[src/rtl/rsp_chk_pkg.sv]
package rsp_chk_pkg;

  localparam int BYTE_W = 8;

  // Control opcodes that are preceded by one discarded byte
  localparam logic [BYTE_W-1:0] OP_CTL_RESET  = 8'hCF;
  localparam logic [BYTE_W-1:0] OP_CTL_TERM   = 8'hC5;
  localparam logic [BYTE_W-1:0] OP_CTL_REPEAT = 8'hC6;

  typedef enum logic [2:0] {
    ST_IDLE,
    ST_SKIP,
    ST_ECHO,
    ST_STAT,
    ST_TRAIL
  } chkState_t;

  // Strobes from control to datapath
  typedef struct packed {
    logic capture;    // clear verdict, latch opcode
    logic loadRetry;  // reload retry budget
    logic loadTrail;  // load trailer length
    logic decCnt;     // consume one budget step
    logic shiftByte;  // remember the byte just taken
    logic setPass;
    logic setFail;
  } chkStrb_t;

  function automatic logic isControlOp(input logic [BYTE_W-1:0] op);
    return (op == OP_CTL_RESET) || (op == OP_CTL_TERM) || (op == OP_CTL_REPEAT);
  endfunction

endpackage

[src/rtl/rsp_chk_dp.sv]
module rsp_chk_dp
  import rsp_chk_pkg::*;
#(
  parameter int RETRY_LIMIT   = 10,
  parameter int TRAIL_LEN_CRC = 2,
  parameter int TRAIL_LEN_RAW = 3,
  parameter logic [7:0] STATUS_OK  = 8'h00,
  parameter logic [7:0] TRAIL_MARK = 8'hC3
) (
  input  logic              clk,
  input  logic              rstN,
  input  chkStrb_t          strb,
  input  logic [BYTE_W-1:0] opcodeIn,
  input  logic              crcOnIn,
  input  logic [BYTE_W-1:0] rdData,
  output logic              ctrlOp,
  output logic              cntZero,
  output logic              echoHit,
  output logic              statHit,
  output logic              trailOk,
  output logic              pass,
  output logic              fail,
  output logic              done
);

  localparam int MAX_TRAIL = (TRAIL_LEN_RAW > TRAIL_LEN_CRC) ? TRAIL_LEN_RAW : TRAIL_LEN_CRC;
  localparam int MAX_LOAD  = (RETRY_LIMIT > MAX_TRAIL - 1) ? RETRY_LIMIT : MAX_TRAIL - 1;
  localparam int CNT_W     = (MAX_LOAD < 1) ? 1 : $clog2(MAX_LOAD + 1);
  localparam logic [CNT_W-1:0] RETRY_LOAD = CNT_W'(RETRY_LIMIT);
  localparam logic [CNT_W-1:0] TRL_CRC    = CNT_W'(TRAIL_LEN_CRC - 1);
  localparam logic [CNT_W-1:0] TRL_RAW    = CNT_W'(TRAIL_LEN_RAW - 1);

  logic [BYTE_W-1:0] opReg;
  logic [BYTE_W-1:0] prevByte;
  logic [CNT_W-1:0]  cnt;

  // Opcode latch, taken when a check is accepted
  always_ff @(posedge clk or negedge rstN) begin
    if (!rstN) begin
      opReg <= '0;
    end else if (strb.capture) begin
      opReg <= opcodeIn;
    end
  end

  // Shared budget / length counter
  always_ff @(posedge clk or negedge rstN) begin
    if (!rstN) begin
      cnt <= '0;
    end else if (strb.loadRetry) begin
      cnt <= RETRY_LOAD;
    end else if (strb.loadTrail) begin
      cnt <= crcOnIn ? TRL_CRC : TRL_RAW;
    end else if (strb.decCnt) begin
      cnt <= cnt - 1'b1;
    end
  end

  // Byte history for the trailer pattern
  always_ff @(posedge clk or negedge rstN) begin
    if (!rstN) begin
      prevByte <= '0;
    end else if (strb.shiftByte) begin
      prevByte <= rdData;
    end
  end

  // Verdict registers
  always_ff @(posedge clk or negedge rstN) begin
    if (!rstN) begin
      pass <= 1'b0;
      fail <= 1'b0;
      done <= 1'b0;
    end else begin
      done <= strb.setPass | strb.setFail;
      if (strb.capture) begin
        pass <= 1'b0;
        fail <= 1'b0;
      end else begin
        if (strb.setPass) pass <= 1'b1;
        if (strb.setFail) fail <= 1'b1;
      end
    end
  end

  always_comb begin
    ctrlOp  = isControlOp(opcodeIn);
    cntZero = (cnt == '0);
    echoHit = (rdData == opReg);
    statHit = (rdData == STATUS_OK);
    trailOk = (prevByte == TRAIL_MARK) && (rdData == STATUS_OK);
  end

  AST_CNT_BOUND: assert property (@(posedge clk) disable iff (!rstN)
    cnt <= CNT_W'(MAX_LOAD)) else $error("budget counter out of range");

  AST_VERDICT_EXCL: assert property (@(posedge clk) disable iff (!rstN)
    !(pass && fail)) else $error("pass and fail both set");

  AST_DONE_VERDICT: assert property (@(posedge clk) disable iff (!rstN)
    done |-> (pass != fail)) else $error("done without single verdict");

  AST_DONE_PULSE: assert property (@(posedge clk) disable iff (!rstN)
    done |=> !done) else $error("done longer than one cycle");

endmodule

[config.mk]
export PLATFORM = sky130hd
export DESIGN_NAME = rsp_chk_dp
export DESIGN_NICKNAME = d
export VERILOG_FILES = /design/src/rtl/rsp_chk_pkg.sv /design/src/rtl/rsp_chk_dp.sv
export SDC_FILE = /design/constraint.sdc
export NUM_CORES = 1
export LEC_CHECK = 0
export BUFFER_PORTS_ARGS = -buffer_cell sky130_fd_sc_hd__buf_2
export CORE_ASPECT_RATIO = 0.9
export CORE_MARGIN = 2
export CORE_UTILIZATION = 45
export CTS_BUF_LIST = sky130_fd_sc_hd__clkbuf_4 sky130_fd_sc_hd__clkbuf_8
export DETAILED_ROUTE_END_ITERATION = 8
export GPL_TIMING_DRIVEN = 1
export PLACE_DENSITY = 0.72
export SLEW_MARGIN = 20
export SYNTH_ARGS = -nofsm -noshare
export SYNTH_HDL_FRONTEND = slang
export SYNTH_SLANG_ARGS = --single-unit
[constraint.sdc]
create_clock -name clk -period 3.5 [get_ports clk]
set_input_delay 0 -clock clk [delete_from_list [all_inputs] [get_ports clk]]
set_output_delay 0 -clock clk [all_outputs]
set_load 0.1 [all_outputs]
==> out/results.ini <==
[run_status]
outcome=complete, no violations

[setup_path]
critPathBufInv=1
slowest_stage=or4b_2
start_kind=flip-flop
required_ns=3.50
crit_family=simple AND/OR/NAND/NOR gates
path_cells=or4b_2 -> nor4_2 -> buf_2
reg2reg_slack_ns=1.88
crit_arrival_ns=1.98
path_max_fanout=2
path_class=reg2out
max_stage_delay_ns=0.68
crit_path_end_kind=primary output

[synthesis]
synth_cell_types=24
syn_area_per_cell_um2=12.4
syn_inst=87
yosysWarningCount=0
netlist_area_mm2=0.00108
yosysSeqAreaShare_pct=53.2
syn_nets=115
ys_seq_elements=23

[clock_tree]
cts_hold_buf=25
cts_max_level=1
cts_buffers=3
insertion_delay_ns=0.30
clock-sinks=23
cts_buffer_depth=2
cts_tree=built
cts_setup_buffers=0
cts_resized=0
cts_root_buffer=clkbuf_4
clkTransAtPathRegs_ns=0.11

[timing]
fin_crit_ns=1.98
hold_violations=0
finalSetupTns_ns=0
finClkSkew_ns=0.00290
slew_viol_final=0
max_slew_margin_pct=67.2
rsz0062_at_grt=false
setup_viol=0
fmax_mhz=506
fin_crit_sh_pct=56.5
tightest_slew_ns=0.493

[routing]
ant_nets=0
drc=0
first_iter_violations=5
post_drt_wl_per_cell_um=13.1
vias=884
finalWirelength_um=2280
avgViaCountPerCell=5.08
first_pass_iters=4

[cells_and_area]
diodes=0
final_net_count=176
final_common_cell=buf_2
mostFrequentLayoutCells=buf_2, dlygate4sd3_1, dfrtp_1, mux2_2, xnor2_1
syn_to_final_growth_pct=43.5
drive_gt1_share_pct=38.8
design_area_mm2=0.00155

[grt]
grt_pass1_vias=928
grt_pass1_wl_um=3860
grt-ovfl-total=0
antenna_found_initial=0
grt_use_total_pct=18.2
grt_max_degree=24

[place]
dpl.hpwl_um=1650
postPlaceCellArea_mm2=0.00127
port_buffers=33
place_congestion=0.754

[pwr]
p_sw_uw=150
comb_power_share_pct=23.2
power_frac_seq_pct=54.5
ir_worst_vdd_mv=0.273
power.density_mw_per_mm2=359
cellInternalPower_uw=408
clkPwrFrac_pct=22.3
power_leakage_nw=0.696
switching_share_pct=26.9

[floorplanning]
ioPinCount=34
die_w_um=55.7
dieArea_mm2=0.00281
core-area_mm2=0.00222
rows=16
initial_core_util_pct=48.7
die_h_um=50.5

[hold_path]
hold_class=in2reg

[flow_run]
drv_cap=0

## cell usage after synthesis (all sizes together)
| master | number | share of area [%] |
|---|---|---|
| dfrtp | 23 | 53 |
| mux2 | 16 | 17 |
| xnor2 | 10 | 8.1 |
| nor2 | 8 | 2.8 |
| inv | 3 | 1.0 |
| nand4 | 3 | 1.7 |
| a21oi | 2 | 0.92 |
| ha | 2 | 2.3 |
| nand2 | 2 | 0.69 |
| nor3b | 2 | 1.4 |
| o21ai | 2 | 0.92 |
| or4 | 2 | 1.7 |
| xor2 | 2 | 1.6 |
| buf | 1 | 0.46 |
| clkbuf | 1 | 0.35 |
| nand4b | 1 | 0.81 |
| nor3 | 1 | 0.46 |
| nor4 | 1 | 1.2 |
| nor4b | 1 | 0.81 |
| o21a | 1 | 0.69 |
| o21bai | 1 | 0.69 |
| or2 | 1 | 0.58 |
| or4b | 1 | 0.92 |
## path summary, 6_finish.rpt
check | from | endpoint | cells past startpoint
min reg2reg | prevByte[4] | prevByte[4] | 1
max reg2reg | cnt[0] | cnt[2] | 6
min | strb[3] | cnt[1] | 4
min in group asynchronous | rstN | prevByte[3] | 2
max in group asynchronous | rstN | prevByte[7] | 2
max | prevByte[3] | trailOk | 3
## sequential cells by signal (all words and copies together) (netlist names)
register,flops
opReg,8
done,1
prevByte,8
cnt,4
pass,1
fail,1
## power groups by stage
stage | registers (mW) | clock network [mW] | logic, mW
global route | 0.308 | 0.143 | 0.140
global placement | 0.308 | 0 | 0.105
finish | 0.304 | 0.125 | 0.129
detailed placement | 0.310 | 0 | 0.108
floorplan | 0.321 | 0 | 0.0576
CTS | 0.304 | 0.130 | 0.129
## area by class of cell
| class | instances | area (µm²) |
|---|---|---|
| multi-input combinational | 59 | 487 |
| inverter | 3 | 11.3 |
| timing repair buffer | 58 | 415 |
| fill | 168 | 669 |
| clock buffer | 4 | 30.0 |
| tap | 27 | 33.8 |
| sequential | 23 | 576 |
## metrics by stage
stage | setup slack [ns] | instances | hold WS (ns) | utilization, % | total power [mW]
floorplan | 0.718 | 87 | -0.296 | - | 0.379
global placement | 1.88 | 145 | -0.00643 | 57.3 | 0.413
detailed placement | 1.85 | 145 | -0.00975 | 57.3 | 0.418
CTS | 1.50 | 174 | 0.0447 | 69.9 | 0.564
global route | 1.42 | 174 | 0.0672 | 69.9 | 0.591
finish | 1.52 | 174 | 0.0516 | 69.9 | 0.558
## per-layer routing
metal / vias up / share of wire, % / track usage, %
met5: - / 0 / 0
met4: 0 / 0.53 / 3.66
met3: 2 / 4.7 / 5.67
met2: 23 / 50 / 32.1
met1: 431 / 45 / 22.1
li1: 428 / - / -
## worst min-delay path, stage by stage
cell and delay (ns):
buf_2 0.12, nand2_1 0.05, o21ai_0 0.07, o21ai_0 0.08
## logic make-up (layout without fill, tap and decap cells)
group                    after synthesis  in the layout  share of synthesized area (%)
AO/OA/AOI/OAI                          6              6                           3.24
multiplexers                          16             16                           16.6
XOR/XNOR                              12             12                           9.71
flip-flops                            23             23                           53.2
buffers and inverters                  5             65                           1.85
AND/OR/NAND/NOR                       23             23                           13.1
adder cells (fa/ha/maj)                2              2                           2.31
Note: power is estimated with default switching activity, not from simulation.
